===== config.mk =====
export PLATFORM = sky130hd
export DESIGN_NAME = scl_ss_gen
export DESIGN_NICKNAME = d
export VERILOG_FILES = /design/src/rtl/scl_pkg.sv /design/src/rtl/scl_cnt_reg.sv /design/src/rtl/scl_phase_timer.sv /design/src/rtl/scl_line_sync.sv /design/src/rtl/scl_ss_gen.sv
export SDC_FILE = /design/constraint.sdc
export NUM_CORES = 1
export LEC_CHECK = 0
export CELL_PAD_IN_SITES_DETAIL_PLACEMENT = 1
export CELL_PAD_IN_SITES_GLOBAL_PLACEMENT = 1
export CORE_MARGIN = 10
export CORE_UTILIZATION = 38
export CTS_CLUSTER_SIZE = 12
export DETAILED_ROUTE_END_ITERATION = 8
export PLACE_DENSITY_LB_ADDON = 0.1
export SLEW_MARGIN = 30
export SYNTH_ARGS = -nofsm -noshare
export SYNTH_HDL_FRONTEND = slang
export SYNTH_SLANG_ARGS = --single-unit

===== constraint.sdc =====
create_clock -name clk_i -period 3.2 [get_ports clk_i]
set_clock_uncertainty 0.2 [all_clocks]
set_input_delay 0.64 -clock clk_i [delete_from_list [all_inputs] [get_ports clk_i]]
set_output_delay 0.64 -clock clk_i [all_outputs]
set_load 0.01 [all_outputs]

===== src/rtl/scl_pkg.sv =====
package scl_pkg;
  localparam int unsigned CNT_W    = 16;
  localparam int unsigned ADDR_W   = 2;
  localparam int unsigned CNT_MIN  = 8;
  localparam logic [CNT_W-1:0] HCNT_RST = 16'h0190;
  localparam logic [CNT_W-1:0] LCNT_RST = 16'h0310;

  typedef enum logic [ADDR_W-1:0] {
    ADDR_CTRL = 2'd0,
    ADDR_HCNT = 2'd1,
    ADDR_LCNT = 2'd2,
    ADDR_LINE = 2'd3
  } reg_addr_e;
endpackage


===== src/rtl/scl_cnt_reg.sv =====
module scl_cnt_reg #(
  parameter int unsigned   W   = 16,
  parameter int unsigned   MIN = 8,
  parameter logic [W-1:0]  RST = '0
) (
  input  logic         clk_i,
  input  logic         rst_ni,
  input  logic         we_i,
  input  logic         lock_i,
  input  logic [W-1:0] wdata_i,
  output logic [W-1:0] q_o
);
  localparam logic [W-1:0] MIN_V = W'(MIN);

  logic [W-1:0] q_q;
  logic [W-1:0] clamped;

  assign clamped = (wdata_i < MIN_V) ? MIN_V : wdata_i;

  always_ff @(posedge clk_i or negedge rst_ni) begin
    if (!rst_ni)              q_q <= RST;
    else if (we_i && !lock_i) q_q <= clamped;
  end

  assign q_o = q_q;


  lock_hold_chk: assert property (@(posedge clk_i) disable iff (!rst_ni)
    lock_i |=> $stable(q_q));


  floor_chk: assert property (@(posedge clk_i) disable iff (!rst_ni)
    q_q >= MIN_V);
endmodule


===== src/rtl/scl_phase_timer.sv =====
module scl_phase_timer #(
  parameter int unsigned W = 16
) (
  input  logic         clk_i,
  input  logic         rst_ni,
  input  logic         en_i,
  input  logic [W-1:0] hcnt_i,
  input  logic [W-1:0] lcnt_i,
  output logic         drive_low_o,
  output logic         fall_o
);
  logic [W-1:0] cnt_q;
  logic         high_q;
  logic [W-1:0] limit;
  logic         last;

  assign limit = high_q ? hcnt_i : lcnt_i;
  assign last  = (cnt_q == limit - W'(1));

  always_ff @(posedge clk_i or negedge rst_ni) begin
    if (!rst_ni) begin
      cnt_q  <= '0;
      high_q <= 1'b0;
    end else if (!en_i) begin
      cnt_q  <= '0;
      high_q <= 1'b0;
    end else if (last) begin
      cnt_q  <= '0;
      high_q <= ~high_q;
    end else begin
      cnt_q  <= cnt_q + W'(1);
    end
  end

  assign drive_low_o = en_i & ~high_q;
  assign fall_o      = en_i & ~high_q & (cnt_q == '0);


  idle_chk: assert property (@(posedge clk_i) disable iff (!rst_ni)
    !en_i |=> (cnt_q == '0) && !high_q);


  phase_hold_chk: assert property (@(posedge clk_i) disable iff (!rst_ni)
    (en_i && !last) |=> (high_q == $past(high_q)));


  cnt_bound_chk: assert property (@(posedge clk_i) disable iff (!rst_ni)
    en_i |-> (cnt_q < limit));


  fall_single_chk: assert property (@(posedge clk_i) disable iff (!rst_ni)
    fall_o |=> !fall_o);
endmodule


===== src/rtl/scl_line_sync.sv =====
module scl_line_sync #(
  parameter int unsigned STAGES = 2
) (
  input  logic clk_i,
  input  logic rst_ni,
  input  logic d_i,
  output logic q_o
);
  logic [STAGES-1:0] sync_q;

  always_ff @(posedge clk_i or negedge rst_ni) begin
    if (!rst_ni) sync_q <= '1;
    else         sync_q <= {sync_q[STAGES-2:0], d_i};
  end

  assign q_o = sync_q[STAGES-1];


  sync_lat_chk: assert property (@(posedge clk_i) disable iff (!rst_ni)
    $rose(sync_q[0]) |=> $rose(sync_q[1]));
endmodule


===== src/rtl/scl_ss_gen.sv =====
module scl_ss_gen
  import scl_pkg::*;
(
  input  logic              clk_i,
  input  logic              rst_ni,
  input  logic              reg_we_i,
  input  logic [ADDR_W-1:0] reg_addr_i,
  input  logic [CNT_W-1:0]  reg_wdata_i,
  output logic [CNT_W-1:0]  reg_rdata_o,
  input  logic              scl_i,
  output logic              scl_drive_low_o,
  output logic              scl_fall_o
);
  logic             run_q;
  logic             we_ctrl, we_hcnt, we_lcnt;
  logic [CNT_W-1:0] hcnt, lcnt;
  logic             line_s;

  assign we_ctrl = reg_we_i && (reg_addr_i == ADDR_CTRL);
  assign we_hcnt = reg_we_i && (reg_addr_i == ADDR_HCNT);
  assign we_lcnt = reg_we_i && (reg_addr_i == ADDR_LCNT);

  always_ff @(posedge clk_i or negedge rst_ni) begin
    if (!rst_ni)      run_q <= 1'b0;
    else if (we_ctrl) run_q <= reg_wdata_i[0];
  end

  scl_cnt_reg #(.W(CNT_W), .MIN(CNT_MIN), .RST(HCNT_RST)) u_hcnt (
    .clk_i, .rst_ni, .we_i(we_hcnt), .lock_i(run_q),
    .wdata_i(reg_wdata_i), .q_o(hcnt)
  );

  scl_cnt_reg #(.W(CNT_W), .MIN(CNT_MIN), .RST(LCNT_RST)) u_lcnt (
    .clk_i, .rst_ni, .we_i(we_lcnt), .lock_i(run_q),
    .wdata_i(reg_wdata_i), .q_o(lcnt)
  );

  scl_phase_timer #(.W(CNT_W)) u_timer (
    .clk_i, .rst_ni, .en_i(run_q), .hcnt_i(hcnt), .lcnt_i(lcnt),
    .drive_low_o(scl_drive_low_o), .fall_o(scl_fall_o)
  );

  scl_line_sync #(.STAGES(2)) u_sync (
    .clk_i, .rst_ni, .d_i(scl_i), .q_o(line_s)
  );

  always_comb begin
    unique case (reg_addr_i)
      ADDR_CTRL: reg_rdata_o = {{(CNT_W-1){1'b0}}, run_q};
      ADDR_HCNT: reg_rdata_o = hcnt;
      ADDR_LCNT: reg_rdata_o = lcnt;
      default:   reg_rdata_o = {{(CNT_W-1){1'b0}}, line_s};
    endcase
  end


  stop_release_chk: assert property (@(posedge clk_i) disable iff (!rst_ni)
    (we_ctrl && !reg_wdata_i[0]) |=> !scl_drive_low_o);
endmodule


==> results of run 1 <==
-- power by group through the flow --
stage / Clock [W] / Sequential (W) / Combinational, W
finish: 0.000407 / 0.000906 / 0.000687
floorplan: 0 / 0.000863 / 0.000403
global route: 0.000445 / 0.000924 / 0.000764
detailed placement: 0 / 0.000912 / 0.000645
CTS: 0.000417 / 0.000899 / 0.000651
global placement: 0 / 0.000910 / 0.000628
-- cells by family (layout without fill, tap and decap cells) --
| group | Yosys count | in the layout | synth area share, % |
|---|---|---|---|
| and+or+nand+nor | 179 | 179 | 27.0 |
| DFF | 52 | 52 | 40.7 |
| AOI/OAI and AO/OA | 41 | 41 | 10.5 |
| xor gates and xnor gates | 39 | 39 | 10.6 |
| buffers and inverters | 23 | 77 | 3.34 |
| muxes | 20 | 20 | 6.72 |
| adders and majority gates | 3 | 3 | 1.16 |
-- what timing repair did --
item	CTS	global route
gates resized for setup	0	15
setup buffers	0	7
setup endpoints to repair	0	20
-- stage by stage --
step | cells | utilization (%) | setup slack, ns
after floorplan | 357 | - | 0.130
after global placement | 499 | 46.2 | 0.0982
after detailed placement | 499 | 46.3 | 0.0557
after CTS | 507 | 47.4 | 0.0589
after global routing | 516 | 49.5 | -0.148
final | 516 | 49.5 | -0.0278
-- how the worst max path moves through the flow --
stage                                from                           to  slack [ns]
2_1_floorplan  u_timer.high_q$_DFFE_PN0P_  u_timer.cnt_q[11]$_DFF_PN0_        0.13
3_3_place_gp                reg_addr_i[0]              reg_rdata_o[13]         0.1
3_5_place_dp                reg_addr_i[0]              reg_rdata_o[14]        0.06
4_1_cts                     reg_addr_i[0]              reg_rdata_o[14]        0.06
5_1_grt        u_timer.high_q$_DFFE_PN0P_  u_timer.cnt_q[10]$_DFF_PN0_       -0.15
6_report       u_timer.high_q$_DFFE_PN0P_  u_timer.cnt_q[10]$_DFF_PN0_       -0.03
-- state kept, by name, summed over array words and instances (netlist names) --
name,flops
run_q,1
u_hcnt.q_o,16
u_lcnt.q_o,16
u_sync.sync_q,2
u_timer.cnt_q,16
u_timer.high_q,1
-- cell type report --
class	count	area (µm²)
Timing Repair Buffer	65	659
Sequential cell	52	1310
Clock buffer	6	72.6
Clock inverter	2	17.5
Multi-Input combinational cell	282	1860
Tap cell	105	131
Inverter	4	15.0
Fill cell	952	4150
-- layout by cell type, fill, tap and decap left out, types with 3 or more instances in the layout --
cell / Yosys / layout
xor2_1: 12 / 12
dfrtp_1: 44 / 43
inv_1: 4 / 4
a21oi_1: 3 / 3
o21ai_0: 10 / 10
clkbuf_8: 0 / 5
buf_12: 0 / 3
nor4_1: 7 / 6
nor2b_1: 4 / 4
clkdlybuf4s50_1: 0 / 38
nand4_1: 8 / 8
xnor2_1: 27 / 27
nor3_1: 9 / 9
a22o_1: 14 / 14
mux2i_1: 16 / 15
nand2_1: 90 / 90
buf_4: 1 / 21
or3b_1: 4 / 3
nor3b_1: 4 / 3
and2_1: 3 / 3
nor2_2: 10 / 10
dfstp_2: 8 / 8
ha_1: 3 / 3
nand3_1: 7 / 6
nor2_1: 17 / 17
-- layer usage --
metal  share of wire (%)  track usage [%]  vias up  routed length (µm)
met2                  47             24.3       52                4610
met3                 3.9             3.14       11                 389
met1                  48             19.9     1364                4740
met5                   0                0        -                   0
li1                    -                -     1345                   -
met4                 1.2             3.21        0                 119
-- worst max-delay path, cell delays in order (launching register included) --
cell,delay [ns]
dfrtp_2,0.46
buf_12,0.15
or3_4,0.37
a222oi_1,0.51
buf_4,0.21
o2111ai_2,0.13
xnor2_1,0.23
nand3_2,0.14
o41ai_4,0.33
buf_4,0.19
clkbuf_16,0.16
nor2_2,0.04
==> metrics.txt, run 1 <==
failing checks negative setup slack; Post-synth ARST share between 90% and 100%; Worst R2R Setup Slack -0.03 ns; core area 0.00822 mm²; startpoint types flip-flop; Mean Syn Cell Area 9.03 µm²; Starting Density between 30% and 40%; TritonCTS buffer count 5; maxcap violations 0; Distinct cells, synth 51; Critical R2R Capture u_timer.cnt_q[10]$_DFF_PN0_; GPL Wtd Cong 0.817; total negative slack -0.187 ns; Hold Slack 0.112 ns; DIE WIDTH between 100 and 150 µm; Final min period 3.23 ns; H-tree levels 2; initial antenna violation count 0; net switching fraction of the power 36.4%; PwrDens a little under 500 mW/mm²; synth cell count leaders 90 x nand2_1, 44 x dfrtp_1, 27 x xnor2_1; Rows 33; post-layout net count 435; Leakage 1.67 nW; Vias 2772; drt first pass iters 5; Final ANT Viol Nets 0; IO Port Bufs 39; Arrival @ worst endpoint roughly 3.2 ns; total power 0.00200 W; HPWL after DPL between 7 and 8 mm; routed wire length per instance 19.1 µm; # IOs 40; CP Class flip-flop to flip-flop; Clock power frac 20.3%; unrepaired setup endpoints after global routing true; grt total ovfl 0; largest net degree at the start of global routing 45; final wirelength 9.86 mm; clk buf depth 2; GRT Overall Usage 15.0%; clock sinks 52; predominant post-synthesis flop cell dfrtp_1; Reg power frac between 40 and 50%; worst-path maximum fanout 11; Slew Viols, Final 0; total inserted antenna cells 0; Int Pwr 0.00127 W; worst vdd ir between 0.2 and 0.25 mV; fin worst setup slack -0.0278 ns; Worst R2R Start u_timer.high_q$_DFFE_PN0P_; Comb pwr share 34.4%; Worst-Margin Slew ~0.58 ns; Post-DP Area 0.00380 mm²; drt first-iter violations ~110; synth top area cells dfrtp_1 34%, nand2_1 10%, xnor2_1 7.3%, dfstp_2 6.5%, mux2i_1 5.0%; Die Y 112 µm; Yosys top cell area share 34.2%; CTS root buf clkbuf_8; first-pass GRT wire length 15.7 mm; Sw Pwr 0.000727 W; number of global-route vias before repair 2918; worst-skew pair later-pin latency 0.32 ns; worst hold path type input pin to async pin; FF+latch count, synth 52; Mapped Cells between 300 and 400; CTS tree done; Crit. End Element flip-flop; vias per inst 5.37; DIE AREA 0.0126 mm²; most area-hungry cell type in the Yosys netlist dfrtp_1; drt drc 0; # hold bufs at CTS 0; status complete, but fails checks; Hold Fails Final Rpt 0; share of layout cells above drive strength 1 between 15 and 20%; Seq/Total Area, Yosys 40.7%; post-synth net total 382; Synth Warn # 0; Slew HR around three fifths; # setup viols final 8; design area 0.00406 mm²; number of synthesized flops with an enable pin 0; clk slew on worst S/H paths 0.10 ns; most frequent cell after synthesis nand2_1; Max Fclk 0.310 GHz; mapped cell area about 0.0032 mm²; Synth-to-Final Area Change 26.1%; WP data required between 3 and 4 ns; Tcrit/Tclk final 101%; R2R cell count 11
No activity file was read; power rests on OpenSTA's default activity.
==> inputs of run 2 (changes only) <==
--- a/config.mk
+++ b/config.mk
@@ -8,9 +8,10 @@
 export CELL_PAD_IN_SITES_DETAIL_PLACEMENT = 1
 export CELL_PAD_IN_SITES_GLOBAL_PLACEMENT = 1
 export CORE_MARGIN = 10
-export CORE_UTILIZATION = 38
+export CORE_UTILIZATION = 44
 export CTS_CLUSTER_SIZE = 12
 export DETAILED_ROUTE_END_ITERATION = 8
+export DONT_BUFFER_PORTS = 1
 export PLACE_DENSITY_LB_ADDON = 0.1
 export SLEW_MARGIN = 30
 export SYNTH_ARGS = -nofsm -noshare
==> metrics.txt, run 2 (same netlist as run 1, synthesis figures left out) <==
status complete, no violations (was complete, but fails checks); Rows 31 (was 33); Starting Density 44.9% (was 39.2%); first-pass GRT wire length 14.7 mm (was 15.7 mm); Die Y 106 µm (was 112 µm); Multi-input gate area 0.00180 mm² (was 0.00186 mm²); CP Class flip-flop to flip-flop (unchanged); startpoint types flip-flop (unchanged); worst-skew pair later-pin latency 0.31 ns (was 0.32 ns); Worst-Margin Slew 0.891 ns (was 0.577 ns); clk slew on worst S/H paths 0.10 ns (about the same); # setup viols final 0 (was 8); DIE WIDTH 106 µm (was 112 µm); Slew Viols, Final 0 (unchanged); Max Fclk 0.328 GHz (was 0.310 GHz); drt first pass iters 4 (was 5); worst-path maximum fanout 31 (was 11); Vias 2505 (was 2772); Crit. End Element flip-flop (unchanged); post-layout net count 382 (was 435); Leakage 1.44 nW (was 1.67 nW); R2R cell count 9 (was 11); crit-path cells buf_12, or3_4, a222oi_1, nor3b_1, xnor2_1, nand3_1, o41ai_4, buf_12, nor2_1 (was buf_12, or3_4, a222oi_1, buf_4, o2111ai_2, xnor2_1, nand3_2, o41ai_4, buf_4, clkbuf_16, nor2_2); DIE AREA 0.0111 mm² (was 0.0126 mm²); Finished Core Util 48.8% (was 49.5%); Synth-to-Final Area Change 8.70% (was 26.1%); number of fill cells 832 (was 952); PwrDens 543 mW/mm² (was 492 mW/mm²); worst hold path type input pin to flip-flop (was input pin to async pin); Critical R2R Capture u_timer.cnt_q[2]$_DFF_PN0_ (was u_timer.cnt_q[10]$_DFF_PN0_); CP peak stage delay 0.43 ns (was 0.51 ns); post-CTS setup buffers 0 (unchanged); Final ANT Viol Nets 0 (unchanged); Slew HR 40.4% (was 61.5%); worst vdd ir 0.323 mV (was 0.202 mV); CP delay by family, top simple AND/OR/NAND/NOR gates (was compound AO/OA/AOI/OAI gates); routed wire length per instance 19.4 µm (was 19.1 µm); design area 0.00350 mm² (was 0.00406 mm²); clk buf depth 2 (unchanged); H-tree levels 2 (unchanged); WP data required 3.20 ns (was 3.21 ns); Crit path top cell by count buf_12 (was buf_4); Hold Slack 0.118 ns (was 0.112 ns); WP buf/inv 2 (was 4); commonest non-fill, non-tap cells in the layout 90 x nand2_1, 44 x dfrtp_1, 27 x xnor2_1 (was 90 x nand2_1, 43 x dfrtp_1, 38 x clkdlybuf4s50_1); placed insts 447 (was 499); CTS root buf clkbuf_8 (unchanged); TritonCTS buffer count 5 (unchanged); Worst R2R Start u_timer.high_q$_DFFE_PN0P_ (unchanged); final non-filler cell total 457 (was 516); IO Port Bufs 0 (was 39); Arrival @ worst endpoint 3.05 ns (was 3.24 ns); drt drc 0 (unchanged); Resize count post-CTS 0 (unchanged); initial antenna violation count 0 (unchanged); commonest non-fill, non-tap cell in the layout nand2_1 (unchanged); maxcap violations 0 (unchanged); largest net degree at the start of global routing 53 (was 45); CTS tree done (unchanged); GRT Overall Usage 16.2% (was 15.0%); WHS Endpoint u_sync.sync_q[0]$_DFF_PN1_; slowest CP cell o41ai_4 (was a222oi_1); unrepaired setup endpoints after global routing true (unchanged); Tcrit/Tclk final 95.2% (was 101%); FF+latch area 0.00131 mm² (about the same); # IOs 40 (unchanged); GPL Wtd Cong 0.799 (was 0.817); Post-DP Area 0.00335 mm² (was 0.00380 mm²); number of global-route vias before repair 2756 (was 2918); drt first-iter violations 135 (was 112); total inserted antenna cells 0 (unchanged); share of layout cells above drive strength 1 12.8% (was 17.5%); final wirelength 8.87 mm (was 9.86 mm); grt total ovfl 0 (unchanged); hold path startpoint scl_i; Worst R2R Setup Slack 0.15 ns (was -0.03 ns); WHS Path Cells 0; Hold Fails Final Rpt 0 (unchanged); clock sinks 52 (unchanged); vias per inst 5.48 (was 5.37); HPWL after DPL 6.52 mm (was 7.04 mm); Final min period 3.05 ns (was 3.23 ns); core area 0.00718 mm² (was 0.00822 mm²)
run 2: final cells by class:
cell class	count	share of cell area (%)
multi-input combinational	282	51.5
timing repair buffer	12	3.93
clock buffer	6	2.07
clock inverter	2	1.11
inverter	4	0.429
tap	99	3.54
sequential	52	37.4
run 2: power by group:
part	switching, W	internal [W]	total [W]
logic	0.000290	0.000240	0.000530
clock network	0.000233	0.000237	0.000470
registers	0.000138	0.000764	0.000902
total	0.000661	0.00124	0.00190
run 2: metrics by stage:
stage	setup WS, ns	setup TNS [ns]	total power, W
finish	0.155	0	0.00190
global route	-0.000445	-0.000445	0.00203
CTS	0.140	0	0.00192
detailed placement	0.163	0	0.00143
global placement	0.216	0	0.00142
floorplan	0.130	0	0.00127
run 2: metal layers:
layer  global-route usage [%]  up-vias  routed length, µm
met4                     3.29        0                 56
li1                         -     1230                  -
met3                     4.87        5                480
met2                     25.5       40               4080
met5                        0        -                  0
met1                     21.6     1230               4250
run 2: what timing repair did:
item | 4_1_cts | 5_1_grt
hold endpoints to repair | 52 | 0
endpoints found under the setup margin | 0 | 1
hold buffers | 2 | 0
run 2: how the worst max path moves through the flow:
stage	from	to	slack, ns	depth (start not counted)
2_1_floorplan	u_timer.high_q$_DFFE_PN0P_	u_timer.cnt_q[11]$_DFF_PN0_	0.13	12
3_3_place_gp	u_timer.high_q$_DFFE_PN0P_	u_timer.high_q$_DFFE_PN0P_	0.22	9
3_5_place_dp	u_timer.high_q$_DFFE_PN0P_	u_timer.cnt_q[2]$_DFF_PN0_	0.16	9
4_1_cts	u_timer.high_q$_DFFE_PN0P_	u_timer.cnt_q[2]$_DFF_PN0_	0.14	9
5_1_grt	u_timer.high_q$_DFFE_PN0P_	u_timer.high_q$_DFFE_PN0P_	-0.0004	9
6_report	u_timer.high_q$_DFFE_PN0P_	u_timer.cnt_q[2]$_DFF_PN0_	0.15	9
==> inputs of run 3 (changes only) <==
--- a/config.mk
+++ b/config.mk
@@ -5,10 +5,11 @@
 export SDC_FILE = /design/constraint.sdc
 export NUM_CORES = 1
 export LEC_CHECK = 0
+export ABC_AREA = 1
 export CELL_PAD_IN_SITES_DETAIL_PLACEMENT = 1
 export CELL_PAD_IN_SITES_GLOBAL_PLACEMENT = 1
 export CORE_MARGIN = 10
-export CORE_UTILIZATION = 44
+export CORE_UTILIZATION = 41
 export CTS_CLUSTER_SIZE = 12
 export DETAILED_ROUTE_END_ITERATION = 8
 export DONT_BUFFER_PORTS = 1
==> metrics.txt, run 3 <==
status complete, no violations (unchanged); CP Class flip-flop to flip-flop (unchanged); worst-skew pair later-pin latency 0.31 ns (about the same); Setup crit start u_timer.high_q$_DFFE_PN0P_ (unchanged); crit-path cells inv_2, nand2_1, nand2_1, ha_1, nand3_1, nor2_1, nand3_1, nand2_1, nand2_1, nor2_1, nand2_1, nor2_2, nand2_1, nand2_2, nor2_1 (was buf_12, or3_4, a222oi_1, nor3b_1, xnor2_1, nand3_1, o41ai_4, buf_12, nor2_1); drt first pass iters 4 (unchanged); Leakage 1.82 nW (was 1.44 nW); post-synth net total 552 (was 382); Distinct cells, synth 27 (was 51); Crit. End Element flip-flop (unchanged); slowest CP cell dfrtp_1 (was o41ai_4); most frequent cell after synthesis nand2_1 (unchanged); GPL Wtd Cong 0.887 (was 0.799); Die Y 112 µm (was 106 µm); Post-DP Area 0.00354 mm² (was 0.00335 mm²); Worst-Margin Slew 0.557 ns (was 0.891 ns); startpoint types flip-flop (unchanged); CTS root buf clkbuf_8 (unchanged); synthesized-area fraction occupied by adder cells 1.08% (was 1.16%); largest family of logic cells by synthesized area simple AND/OR/NAND/NOR gates (unchanged); Slew Viols, Final 0 (unchanged); clk buf depth 2 (unchanged); drt first-iter violations 129 (was 135); GRT Overall Usage 16.6% (was 16.2%); Slew HR 62.7% (was 40.4%); initial antenna violation count 0 (unchanged); HPWL after DPL 8.25 mm (was 6.52 mm); drt drc 0 (unchanged); total power 0.00243 W (was 0.00190 W); commonest non-fill, non-tap cells in the layout 169 x nand2_1, 77 x inv_1, 59 x nor2_1 (was 90 x nand2_1, 44 x dfrtp_1, 27 x xnor2_1); mapped cell area 0.00347 mm² (was 0.00322 mm²); predominant post-synthesis flop cell dfrtp_1 (unchanged); TritonCTS buffer count 5 (unchanged); # IOs 40 (unchanged); IO Port Bufs 0 (unchanged); unrepaired setup endpoints after global routing false (was true); Multi-input gate area 0.00179 mm² (was 0.00180 mm²); CTS tree done (unchanged); DIE AREA 0.0125 mm² (was 0.0111 mm²); routed wire length per instance 16.4 µm (was 19.4 µm); grt total ovfl 0 (unchanged); post-CTS setup buffers 0 (unchanged); clk slew on worst S/H paths 0.11 ns (was 0.10 ns); Post-synth ARST share 100% (unchanged); Rows 33 (was 31); design area 0.00368 mm² (was 0.00350 mm²); # setup viols final 0 (unchanged); Synth-to-Final Area Change 5.91% (was 8.70%); CP peak stage delay 0.50 ns (was 0.43 ns); DIE WIDTH 112 µm (was 106 µm); H-tree levels 2 (unchanged); R2R cell count 15 (was 9); number of fill cells 1112 (was 832); total inserted antenna cells 0 (unchanged); FF+latch area 0.00131 mm² (unchanged); Arrival @ worst endpoint 2.89 ns (was 3.05 ns); number of synthesized flops with an enable pin 0 (unchanged); Compound-Gate Fraction of Synth Area 10.3% (was 10.5%); Crit path top cell by count nand2_1 (was buf_12); commonest non-fill, non-tap cell in the layout nand2_1 (unchanged); synth top area cells dfrtp_1 32%, nand2_1 18%, inv_1 8.3%, nor2_1 6.4%, o21ai_0 6.2% (was dfrtp_1 34%, nand2_1 10%, xnor2_1 7.3%, dfstp_2 6.5%, mux2i_1 5.0%); Mapped Cells 527 (was 357); worst hold path type input pin to flip-flop (unchanged); simple-gate share of the synthesized area 35.3% (was 27.0%); post-synthesis mux area share 0% (was 6.72%); first-pass GRT wire length 17.5 mm (was 14.7 mm); CP endpoint u_timer.cnt_q[11]$_DFF_PN0_ (was u_timer.cnt_q[2]$_DFF_PN0_); core area 0.00822 mm² (was 0.00718 mm²); vias per inst 5.18 (was 5.48); total negative slack 0 ns (unchanged); Hold Fails Final Rpt 0 (unchanged); post-layout net count 549 (was 382); most area-hungry cell type in the Yosys netlist dfrtp_1 (unchanged); number of global-route vias before repair 3500 (was 2756); Worst R2R Setup Slack 0.29 ns (was 0.15 ns); Synth Warn # 0 (unchanged); maxcap violations 0 (unchanged); Final min period 2.91 ns (was 3.05 ns); share of layout cells above drive strength 1 6.67% (was 12.8%); FF+latch count, synth 52 (unchanged); largest net degree at the start of global routing 53 (unchanged); Mean Syn Cell Area 6.59 µm² (was 9.03 µm²); XOR/XNOR share of the synthesized area 4.69% (was 10.6%); PwrDens 662 mW/mm² (was 543 mW/mm²); worst-path maximum fanout 16 (was 31); worst vdd ir 0.270 mV (was 0.323 mV); Worst R2R Start u_timer.high_q$_DFFE_PN0P_ (unchanged); synth cell count leaders 171 x nand2_1, 77 x inv_1, 59 x nor2_1 (was 90 x nand2_1, 44 x dfrtp_1, 27 x xnor2_1); final wirelength 10.3 mm (was 8.87 mm); Vias 3264 (was 2505); Max Fclk 0.344 GHz (was 0.328 GHz); Yosys top cell area share 31.7% (was 34.2%); WP data required 3.18 ns (was 3.20 ns); clock sinks 52 (unchanged); Critical R2R Capture u_timer.cnt_q[11]$_DFF_PN0_ (was u_timer.cnt_q[2]$_DFF_PN0_); Tcrit/Tclk final 90.9% (was 95.2%); Starting Density 42.2% (was 44.9%); Final ANT Viol Nets 0 (unchanged); Seq/Total Area, Yosys 37.8% (was 40.7%)
==> run 3: changes by cell type after synthesis, moves of 8 or more <==
cell / previous run / this run
a22o_1: 14 / 0
inv_1: 4 / 77
mux2i_1: 16 / 0
nand2_1: 90 / 171
nand3_1: 7 / 36
nor2_1: 17 / 59
o21ai_0: 10 / 43
o21ai_1: 0 / 8
o22ai_1: 0 / 12
xnor2_1: 27 / 2
==> run 3: how the worst min path moves through the flow <==
stage | from | depth (start not counted) | to
6_report | scl_i | 0 | u_sync.sync_q[0]$_DFF_PN1_
5_1_grt | scl_i | 0 | u_sync.sync_q[0]$_DFF_PN1_
4_1_cts | scl_i | 0 | u_sync.sync_q[0]$_DFF_PN1_
3_5_place_dp | rst_ni | 0 | u_lcnt.q_o[2]$_DFFE_PN0P_
3_3_place_gp | rst_ni | 0 | u_lcnt.q_o[2]$_DFFE_PN0P_
2_1_floorplan | rst_ni | 0 | run_q$_DFFE_PN0P_
==> run 3: timing repair <==
action | 4_1_cts | 5_1_grt
resized for setup | 0 | 1
endpoints found under the hold margin | 52 | 0
hold buffers | 2 | 0
endpoints found under the setup margin | 0 | 1
==> run 3: where the power goes <==
part	switching, W	internal [W]	total, W
registers	0.000136	0.000827	0.000963
clock network	0.000240	0.000156	0.000396
logic	0.000717	0.000357	0.00107
==> run 3: critical path, delay by kind of cell, from the launching register on <==
family                   cells  cell delay [ns]
buffers and inverters        1             0.23
flip-flops                   1             0.50
adder cells (fa/ha/maj)      1             0.21
AND/OR/NAND/NOR             13             1.62
==> run 3: through the flow <==
stage                     utilization [%]  setup WS [ns]  hold WS, ns  cells
after CTS                            44.6          0.289       0.0935    630
after global placement               43.1          0.459        0.146    620
after detailed placement             43.1          0.332        0.146    620
final                                44.7          0.290        0.109    630
after floorplan                         -          0.916        0.144    527
after global routing                 44.7        0.00802       0.0913    630
==> run 3: area by class of cell <==
type | instances | area share [%]
Multi-Input combinational cell | 382 | 48.7
Sequential cell | 52 | 35.7
Inverter | 79 | 8.07
Tap cell | 105 | 3.57
Clock buffer | 5 | 1.87
Timing Repair Buffer | 4 | 1.53
Clock inverter | 3 | 0.579
==> run 3: cell families after synthesis <==
kind of cell,Yosys count
xor gates and xnor gates,17
DFF,52
adders and majority gates,3
and+or+nand+nor,294
buffers and inverters,93
AOI/OAI and AO/OA,68
==> run 3: routing by layer <==
metal,wire (µm),track usage [%],share of wire [%]
met3,475,3.49,4.6
met4,83,3.89,0.80
met1,4740,20.6,46
met5,0,0,0
met2,5040,28.7,49
